===== config.mk =====
export PLATFORM = sky130hd
export DESIGN_NAME = cbyte_regport
export DESIGN_NICKNAME = d
export VERILOG_FILES = /design/src/rtl/cbyte_pkg.sv /design/src/rtl/cbyte_ctrl_decode.sv /design/src/rtl/cbyte_reg_file.sv /design/src/rtl/cbyte_out_stage.sv /design/src/rtl/cbyte_regport.sv
export SDC_FILE = /design/constraint.sdc
export NUM_CORES = 1
export LEC_CHECK = 0
export ABC_AREA = 1
export CAP_MARGIN = 20
export CORE_MARGIN = 2
export CORE_UTILIZATION = 50
export DETAILED_ROUTE_END_ITERATION = 10
export DONT_BUFFER_PORTS = 1
export GPL_TIMING_DRIVEN = 0
export PLACE_DENSITY = 0.75
export SLEW_MARGIN = 25
export SYNTH_ARGS = -nofsm -noshare
export SYNTH_HDL_FRONTEND = slang
export SYNTH_SLANG_ARGS = --single-unit

===== constraint.sdc =====
create_clock -name clk -period 4.34 [get_ports clk]
set_clock_uncertainty 0.15 [all_clocks]
set_input_delay 0.651 -clock clk [delete_from_list [all_inputs] [get_ports clk]]
set_output_delay 0.651 -clock clk [all_outputs]
set_load 0.01 [all_outputs]

===== src/rtl/cbyte_pkg.sv =====
package cbyte_pkg;
   localparam int unsigned BYTE_W = 8;
   localparam int unsigned WORD_W = 2 * BYTE_W;
   localparam int unsigned ADDR_W = BYTE_W - 2;
   localparam int unsigned NREG   = 1 << ADDR_W;

   typedef logic [BYTE_W-1:0] byte_t;
   typedef logic [WORD_W-1:0] word_t;
   typedef logic [ADDR_W-1:0] addr_t;

   // control byte layout: mode, direction, address
   typedef struct packed {
      logic  reg_mode;
      logic  write;
      addr_t addr;
   } ctrl_t;

   localparam byte_t STAT_IDLE = '0;

   function automatic byte_t status_echo(input addr_t a);
      return {1'b1, 1'b0, a};
   endfunction
endpackage


===== src/rtl/cbyte_ctrl_decode.sv =====
module cbyte_ctrl_decode
   import cbyte_pkg::*;
(
   input  logic  clk,
   input  logic  rst_n,
   input  byte_t ctrl_byte,
   output logic  reg_mode,
   output logic  wr_pulse,
   output addr_t addr
);
   ctrl_t cur;
   byte_t prev_q;

   assign cur = ctrl_t'(ctrl_byte);

   always_ff @(posedge clk or negedge rst_n) begin
      if (!rst_n) prev_q <= '0;
      else        prev_q <= ctrl_byte;
   end

   assign reg_mode = cur.reg_mode;
   assign addr     = cur.addr;
   // a write fires only when the control byte is new this cycle
   assign wr_pulse = cur.reg_mode & cur.write & (ctrl_byte != prev_q);
endmodule


===== src/rtl/cbyte_reg_file.sv =====
module cbyte_reg_file
   import cbyte_pkg::*;
#(
   parameter int unsigned USER_BASE  = 32,
   parameter int unsigned MFG_ADDR   = 16,
   parameter int unsigned FEAT_ADDR  = 32,
   parameter int unsigned BAUD_ADDR  = 33,
   parameter int unsigned RTMO_ADDR  = 34,
   parameter int unsigned TTMO_ADDR  = 35,
   parameter word_t       HW_VERSION = 16'h0102,
   parameter word_t       FEAT_RST   = 16'h0007,
   parameter word_t       BAUD_RST   = 16'h0003,
   parameter word_t       RTMO_RST   = 16'h0014,
   parameter word_t       TTMO_RST   = 16'h0014
) (
   input  logic  clk,
   input  logic  rst_n,
   input  logic  we,
   input  addr_t addr,
   input  word_t wd,
   output word_t rd,
   output word_t feature,
   output byte_t baud_lo,
   output word_t rx_tmo,
   output word_t tx_tmo
);
   word_t regs [NREG];

   for (genvar i = 0; i < NREG; i++) begin : g_reg
      localparam word_t RST =
         (i == FEAT_ADDR) ? FEAT_RST :
         (i == BAUD_ADDR) ? BAUD_RST :
         (i == RTMO_ADDR) ? RTMO_RST :
         (i == TTMO_ADDR) ? TTMO_RST :
         (i == MFG_ADDR)  ? HW_VERSION : word_t'(0);

      if (i >= USER_BASE || i == MFG_ADDR) begin : g_rw
         word_t q;
         always_ff @(posedge clk or negedge rst_n) begin
            if (!rst_n)                         q <= RST;
            else if (we && addr == addr_t'(i))  q <= wd;
         end
         assign regs[i] = q;
      end else begin : g_ro
         assign regs[i] = RST;
      end
   end

   assign rd      = regs[addr];
   assign feature = regs[FEAT_ADDR];
   assign baud_lo = regs[BAUD_ADDR][BYTE_W-1:0];
   assign rx_tmo  = regs[RTMO_ADDR];
   assign tx_tmo  = regs[TTMO_ADDR];
endmodule


===== src/rtl/cbyte_out_stage.sv =====
module cbyte_out_stage
   import cbyte_pkg::*;
(
   input  logic  clk,
   input  logic  rst_n,
   input  logic  reg_mode,
   input  addr_t addr,
   input  word_t rd_word,
   input  word_t pd_rx,
   input  word_t host_word,
   output byte_t status,
   output word_t dev_word,
   output word_t pd_tx
);
   always_ff @(posedge clk or negedge rst_n) begin
      if (!rst_n) begin
         status   <= STAT_IDLE;
         dev_word <= '0;
         pd_tx    <= '0;
      end else if (reg_mode) begin
         status   <= status_echo(addr);
         dev_word <= rd_word;
      end else begin
         status   <= STAT_IDLE;
         dev_word <= pd_rx;
         pd_tx    <= host_word;
      end
   end
endmodule


===== src/rtl/cbyte_regport.sv =====
module cbyte_regport
   import cbyte_pkg::*;
#(
   parameter int unsigned USER_BASE  = 32,
   parameter int unsigned MFG_ADDR   = 16,
   parameter int unsigned FEAT_ADDR  = 32,
   parameter int unsigned BAUD_ADDR  = 33,
   parameter int unsigned RTMO_ADDR  = 34,
   parameter int unsigned TTMO_ADDR  = 35,
   parameter logic [15:0] HW_VERSION = 16'h0102,
   parameter logic [15:0] FEAT_RST   = 16'h0007,
   parameter logic [15:0] BAUD_RST   = 16'h0003,
   parameter logic [15:0] RTMO_RST   = 16'h0014,
   parameter logic [15:0] TTMO_RST   = 16'h0014
) (
   input  logic        clk,
   input  logic        rst_n,
   input  logic [7:0]  ctrl_byte,
   input  logic [7:0]  host_lo,
   input  logic [7:0]  host_hi,
   input  logic [15:0] pd_rx,
   output logic [7:0]  status_byte,
   output logic [7:0]  dev_lo,
   output logic [7:0]  dev_hi,
   output logic [15:0] pd_tx,
   output logic [15:0] cfg_feature,
   output logic [7:0]  cfg_baud_div,
   output logic [15:0] cfg_rx_timeout,
   output logic [15:0] cfg_tx_timeout
);
   // elaboration-time parameter checks
   if (MFG_ADDR >= USER_BASE) begin : g_bad_mfg
      $error("manufacturer register must lie below the user area");
   end
   if (USER_BASE > NREG) begin : g_bad_base
      $error("user area base beyond register file");
   end
   if (FEAT_ADDR < USER_BASE || BAUD_ADDR < USER_BASE ||
       RTMO_ADDR < USER_BASE || TTMO_ADDR < USER_BASE ||
       FEAT_ADDR >= NREG || BAUD_ADDR >= NREG ||
       RTMO_ADDR >= NREG || TTMO_ADDR >= NREG) begin : g_bad_cfg
      $error("configuration registers must be writable and in range");
   end
   if (FEAT_ADDR == BAUD_ADDR || FEAT_ADDR == RTMO_ADDR || FEAT_ADDR == TTMO_ADDR ||
       BAUD_ADDR == RTMO_ADDR || BAUD_ADDR == TTMO_ADDR ||
       RTMO_ADDR == TTMO_ADDR) begin : g_bad_dup
      $error("configuration register addresses must be distinct");
   end

   logic  reg_mode, wr_pulse;
   addr_t addr;
   word_t rd_word, dev_word, host_word;

   assign host_word = {host_hi, host_lo};

   cbyte_ctrl_decode u_dec (
      .clk       (clk),
      .rst_n     (rst_n),
      .ctrl_byte (ctrl_byte),
      .reg_mode  (reg_mode),
      .wr_pulse  (wr_pulse),
      .addr      (addr)
   );

   cbyte_reg_file #(
      .USER_BASE (USER_BASE), .MFG_ADDR (MFG_ADDR),
      .FEAT_ADDR (FEAT_ADDR), .BAUD_ADDR (BAUD_ADDR),
      .RTMO_ADDR (RTMO_ADDR), .TTMO_ADDR (TTMO_ADDR),
      .HW_VERSION(HW_VERSION), .FEAT_RST (FEAT_RST),
      .BAUD_RST  (BAUD_RST),  .RTMO_RST (RTMO_RST),
      .TTMO_RST  (TTMO_RST)
   ) u_rf (
      .clk     (clk),
      .rst_n   (rst_n),
      .we      (wr_pulse),
      .addr    (addr),
      .wd      (host_word),
      .rd      (rd_word),
      .feature (cfg_feature),
      .baud_lo (cfg_baud_div),
      .rx_tmo  (cfg_rx_timeout),
      .tx_tmo  (cfg_tx_timeout)
   );

   cbyte_out_stage u_out (
      .clk       (clk),
      .rst_n     (rst_n),
      .reg_mode  (reg_mode),
      .addr      (addr),
      .rd_word   (rd_word),
      .pd_rx     (pd_rx),
      .host_word (host_word),
      .status    (status_byte),
      .dev_word  (dev_word),
      .pd_tx     (pd_tx)
   );

   assign dev_lo = dev_word[7:0];
   assign dev_hi = dev_word[15:8];
endmodule


==> results.sh, run 1 <==
export IMPL_outcome="finished, violations left"
export IMPL_violations="negative hold slack, max-slew violations"
export IMPL_dpl_hpwl_um=83500
export IMPL_antenna_found_initial=3
export IMPL_p_comb_share_pct=10.9
export IMPL_clkTransAtPathRegs_ns=0.06
export IMPL_avgRoutedWirePerCell_um=25.4
export IMPL_drtAntennaViolNets=0
export IMPL_power_switching_mw=3.67
export IMPL_holdWs_ns=-0.437
export IMPL_relSlewSlack_pct=-53.9
export IMPL_first_global_vias=24482
export IMPL_vias=26449
export IMPL_ctsHoldBuffers=8
export IMPL_wl_um=116000
export IMPL_syn_nets=3781
export IMPL_io_pins=138
export IMPL_min_delay_path_class="in -> async"
export IMPL_vias_per_cell=5.80
export IMPL_rsz0062_at_grt="false"
export IMPL_fin_tns_setup_ns=0
export IMPL_initialDrtViolationCount=3637
export IMPL_mostFrequentLayoutCell="nand2_1"
export IMPL_avgSynthCellArea_um2=7.25
export IMPL_sw_frac_of_total_pct=28.2
export IMPL_total_power_mw=13.0
export IMPL_setup_viol=0
export IMPL_maxCapViolations=0
export IMPL_grt_usage_pct=41.4
export IMPL_crit_type="in -> reg"
export IMPL_cts_max_level=2
export IMPL_min_period_ns=3.26
export IMPL_cts_tree="done"
export IMPL_synth_top_cell_by_area="dfrtp_1"
export IMPL_utilization_pct=56.1
export IMPL_numClockSinks=574
export IMPL_synthTopCellsByArea="dfrtp_1, nand2_1, o21ai_0"
export IMPL_area_delta_synth_final_pct=11.2
export IMPL_worst_skew_pair_late_latency_ns=0.64
export IMPL_internal_power_mw=9.32
export IMPL_num_rows=85
export IMPL_ir_drop_mv=0.356
export IMPL_cts_buffers=59
export IMPL_synth_seq_cells=574
export IMPL_syn_area_um2=27100
export IMPL_finalHoldViolCount=356
export IMPL_netlist_cell_type_count=26
export IMPL_cp_end_kind="flop"
export IMPL_post_place_ws_ns=0.696
export IMPL_grt_overflow=0
export IMPL_final_cell_mix="nand2_1, dfrtp_1, o21ai_0"
export IMPL_start_kind="input pin"
export IMPL_cts_resized=0
export IMPL_grt_max_degree=575
export IMPL_pwr_density_cell_nw_per_um2=431
export IMPL_start_util_pct=50.5
export IMPL_die_area_um2=56100
export IMPL_postSynthCellCount=3739
export IMPL_worst_pin_slew_ns=2.31
export IMPL_die_width_um=237
export IMPL_layout_drive_gt1_share_pct=6.04
export IMPL_max_freq_mhz=306
export IMPL_ys_warnings_count=0
export IMPL_pwr_share_clk_pct=41.9
export IMPL_grt_pass1_wl_um=166000
export IMPL_die_h_um=237
export IMPL_seq_power_share_pct=47.2
export IMPL_path_max_fanout=10
export IMPL_drc_errors=0
export IMPL_yosys_area_top_type_share_pct=51.9
export IMPL_cp_data_required_time_ns=4.77
export IMPL_dr_pass1_iters=6
export IMPL_fin_ws_ns=1.08
export IMPL_fin_nets=3851
export IMPL_drv_slew=267
export IMPL_post_cts_setup_buffers=0
export IMPL_fin_crit_sh_pct=75.2
export IMPL_globalplace_congestion=1.10
export IMPL_numPortBuffers=0
export IMPL_core_area_um2=53700
export IMPL_clockRootBuffer="clkbuf_16"
export IMPL_worst_ep_arrival_time_ns=3.70
export IMPL_clockBufferDepth=3
export IMPL_leakage_nw=16.4
export IMPL_ys_seq_area_share_pct=53.0
layout make-up:
| cell class | count | area [um2] |
|---|---|---|
| flip-flops and latches | 574 | 14400 |
| well taps | 696 | 871 |
| repair buffers | 9 | 95.1 |
| fillers | 5179 | 23600 |
| clock inverters | 31 | 393 |
| clock buffers | 81 | 1650 |
| multi-input cells | 2831 | 11400 |
| diodes | 2 | 5.00 |
| inverters | 82 | 308 |
| plain buffers | 252 | 1070 |
worst max-delay path, stage by stage:
cell	delay (ns)
buf_2	0.21
buf_1	0.52
buf_1	0.85
nand2_1	0.27
nand2_1	0.18
nand2_1	0.17
nand2_1	0.10
o21ai_0	0.32
nand3_1	0.27
nand2_1	0.07
inv_1	0.05
logic make-up (layout without fill, tap and decap cells):
family	Yosys count	after routing	share of synthesized area [%]
XOR/XNOR	3	3	0.0969
other	1	3	0.0138
AND/OR/NAND/NOR	2491	2491	35.7
buffers and inverters	334	455	5.02
AO/OA/AOI/OAI	336	336	6.20
flip-flops	574	574	53.0
flip-flops by register name, summed over array words and instances (netlist names):
register        flops
u_out.dev_word     16
u_rf.g.g_rw.q     480
u_rf.rx_tmo        16
u_rf.feature       16
u_out.status        7
u_rf.tx_tmo        16
u_dec.prev_q        7
u_out.pd_tx        16
power groups by stage:
stage          clock network (mW)  registers, mW  logic, mW
6_report                     5.45           6.13       1.41
5_1_grt                      5.65           6.17       1.52
4_1_cts                      5.43           6.12       1.36
3_5_place_dp                    0           6.20       1.34
3_3_place_gp                    0           6.20       1.31
2_1_floorplan                   0           6.11      0.820
worst paths after layout:
path                                                            from                                     to  slack (ns)  cells after the start
worst min register to register  u_rf.g_reg[45].g_rw.q[0]$_DFFE_PN0P_   u_rf.g_reg[45].g_rw.q[0]$_DFFE_PN0P_        0.32                      2
worst max-delay path                                    ctrl_byte[1]            u_out.dev_word[8]$_DFF_PN0_        1.08                     11
worst min-delay path                                           rst_n   u_rf.g_reg[36].g_rw.q[9]$_DFFE_PN0P_       -0.44                      0
max in group asynchronous                                      rst_n  u_rf.g_reg[53].g_rw.q[11]$_DFFE_PN0P_        2.65                      0
min in group clk                                            pd_rx[9]            u_out.dev_word[9]$_DFF_PN0_        0.05                      3
worst max register to register             u_dec.prev_q[0]$_DFF_PN0_  u_rf.g_reg[63].g_rw.q[12]$_DFFE_PN0P_        1.74                     10
per-layer routing:
| layer | share of wire, % | wire length, um | up-vias | global-route usage [%] |
|---|---|---|---|---|
| met2 | 42 | 48700 | 1704 | 59.4 |
| met5 | 0.011 | 13 | - | 0 |
| met3 | 12 | 13800 | 350 | 10.4 |
| met1 | 39 | 45200 | 12775 | 56.4 |
| met4 | 7.1 | 8240 | 2 | 25.6 |
| li1 | - | - | 11618 | - |
synthesized netlist by cell type (all sizes together):
cell type / n
nand3: 65
nor3: 11
clkinv: 2
buf: 78
conb: 1
a21oi: 16
nand2: 2348
dfrtp: 563
and3: 1
o21ai: 320
or2: 17
xnor2: 3
clkbuf: 174
nor2: 31
dfstp: 11
nand4: 18
inv: 80
metrics by stage:
step	instances	instance area, um2
2_1_floorplan	3739	27100
6_report	4558	30200
5_1_grt	4556	30100
3_3_place_gp	4435	28000
3_5_place_dp	4436	28000
4_1_cts	4556	30100
Note: power is estimated with default switching activity, not from simulation.
==> inputs of run 2 (changes only) <==
PLACE_DENSITY = 0.78   (was 0.75)
clock period = 2.7 ns   (was 4.34 ns; I/O delays follow)
==> run 2 against run 1 <==
The run ends with negative hold slack, max-slew violations, negative setup slack left; largest power group unchanged; critical endpoint is now u_out.dev_word[14]$_DFF_PN0_; routed wire length rose by 2.8%; setup slack worse by 1.2 ns; non-clock buffer count rose by 15; highest routed layer is now met4.
==> results.sh, run 2 (synthesis results as in run 1) <==
export IMPL_outcome="finished, violations left"
export IMPL_violations="negative hold slack, max-slew violations, negative setup slack"
export IMPL_maxCapViolations=0
export IMPL_avgRoutedWirePerCell_um=26.1
export IMPL_final_cell_mix="nand2_1, dfrtp_1, o21ai_0"
export IMPL_ir_drop_mv=0.477
export IMPL_numClockSinks=574
export IMPL_initialDrtViolationCount=3997
export IMPL_io_pins=138
export IMPL_top_register="u_rf.g.g_rw.q"
export IMPL_start_util_pct=50.5
export IMPL_stdcell_count=4572
export IMPL_final_area_um2=30300
export IMPL_globalplace_congestion=1.09
export IMPL_dpl_hpwl_um=85700
export IMPL_grt_usage_pct=42.4
export IMPL_cp_data_required_time_ns=3.12
export IMPL_die_area_um2=56100
export IMPL_path_max_fanout=10
export IMPL_max_freq_mhz=355
export IMPL_drtAntennaViolNets=0
export IMPL_ctsHoldBuffers=24
export IMPL_min_delay_path_class="in -> async"
export IMPL_utilization_pct=56.4
export IMPL_grt_max_degree=575
export IMPL_dr_pass1_iters=5
export IMPL_first_global_vias=24927
export IMPL_grt_overflow=0
export IMPL_leakage_nw=16.4
export IMPL_holdWs_ns=-0.674
export IMPL_die_width_um=237
export IMPL_min_period_ns=2.82
export IMPL_finalHoldViolCount=567
export IMPL_num_rows=85
export IMPL_worst_skew_pair_late_latency_ns=0.64
export IMPL_layout_drive_gt1_share_pct=6.09
export IMPL_core_area_um2=53700
export IMPL_r2r_cells=11
export IMPL_grt_pass1_wl_um=170000
export IMPL_largest_reg_flops=480
export IMPL_cp_end_kind="flop"
export IMPL_fin_crit_sh_pct=104
export IMPL_cts_max_level=2
export IMPL_place_area_um2=28000
export IMPL_fin_nets=3866
export IMPL_cts_tree="done"
export IMPL_numPortBuffers=0
export IMPL_drc_errors=0
export IMPL_setup_viol=7
export IMPL_fillCellCount=5143
export IMPL_vias_per_cell=5.82
export IMPL_rsz0062_at_grt="false"
export IMPL_clockBufferDepth=3
export IMPL_fin_ws_ns=-0.115
export IMPL_clkTransAtPathRegs_ns=0.07
export IMPL_crit_type="in -> reg"
export IMPL_clockRootBuffer="clkbuf_16"
export IMPL_antenna_found_initial=1
export IMPL_start_kind="input pin"
export IMPL_dp_cells=4435
export IMPL_worst_pin_slew_ns=2.42
export IMPL_pwr_density_cell_nw_per_um2=681
export IMPL_vias=26597
export IMPL_relSlewSlack_pct=-61.1
export IMPL_worst_ep_arrival_time_ns=3.23
export IMPL_drv_slew=325
export IMPL_wl_um=119000
export IMPL_mostFrequentLayoutCell="nand2_1"
export IMPL_die_h_um=237
export IMPL_area_delta_synth_final_pct=11.6
export IMPL_cts_buffers=59
-- run 2: cell type report --
type,instances,area [um2],share of cell area [%]
Sequential cell,574,14400,47.5
Multi-Input combinational cell,2831,11400,37.6
Clock buffer,95,1790,5.92
Buffer,252,1100,3.64
Tap cell,696,871,2.88
Inverter,82,308,1.02
Timing Repair Buffer,24,240,0.794
Clock inverter,15,173,0.571
Antenna cell,3,7.51,0.0248
-- run 2: worst paths after layout --
path,from,to,slack [ns]
setup reg to reg,u_dec.prev_q[0]$_DFF_PN0_,u_rf.g_reg[44].g_rw.q[6]$_DFFE_PN0P_,0.14
max in group asynchronous,rst_n,u_rf.rx_tmo[10]$_DFFE_PN0P_,1.17
min in group clk,ctrl_byte[5],u_out.dev_word[0]$_DFF_PN0_,0.08
hold reg to reg,u_rf.g_reg[44].g_rw.q[9]$_DFFE_PN0P_,u_rf.g_reg[44].g_rw.q[9]$_DFFE_PN0P_,0.32
hold / removal,rst_n,u_rf.g_reg[37].g_rw.q[13]$_DFFE_PN0P_,-0.67
setup / recovery,ctrl_byte[1],u_out.dev_word[14]$_DFF_PN0_,-0.12
-- run 2: through the flow --
| step | setup TNS, ns | worst slack [ns] | total power [mW] |
|---|---|---|---|
| 2_1_floorplan | 0 | 0.713 | 11.1 |
| 3_3_place_gp | -41.02 | -0.852 | 12.1 |
| 3_5_place_dp | -46.52 | -0.750 | 12.2 |
| 4_1_cts | 0 | 0.00156 | 20.4 |
| 5_1_grt | 0 | 0.00476 | 21.1 |
| 6_report | -0.430 | -0.115 | 20.6 |
-- run 2: what timing repair did --
item | in CTS | in global routing
resized for setup | 8 | 33
buffers inserted | 0 | 0
endpoints found under the setup margin | 7 | 50
hold endpoints to repair | 602 | 574
-- run 2: critical path, cell delays in order --
cell and delay [ns]:
buf_2 0.28, nand2_1 0.26, inv_1 0.29, clkbuf_1 0.78
nand2_1 0.10, nand3_1 0.18, nand2_1 0.17, nand2_1 0.15
o21ai_0 0.23, nand3_1 0.23, nand2_1 0.07, inv_1 0.05
-- run 2: routing by layer --
layer / global-route usage (%) / up-vias / share of wire (%)
li1: - / 11645 / -
met1: 56.8 / 12720 / 39
met3: 10.6 / 405 / 12
met5: 0 / - / 0
met4: 28.3 / 0 / 7.7
met2: 61.2 / 1827 / 42
-- run 2: power breakdown --
group          switching [mW]  internal [mW]  total [mW]
Sequential              0.559           9.32        9.88
Combinational            1.70          0.628        2.33
Clock                    3.57           4.82        8.39
Total                    5.83           14.8        20.6
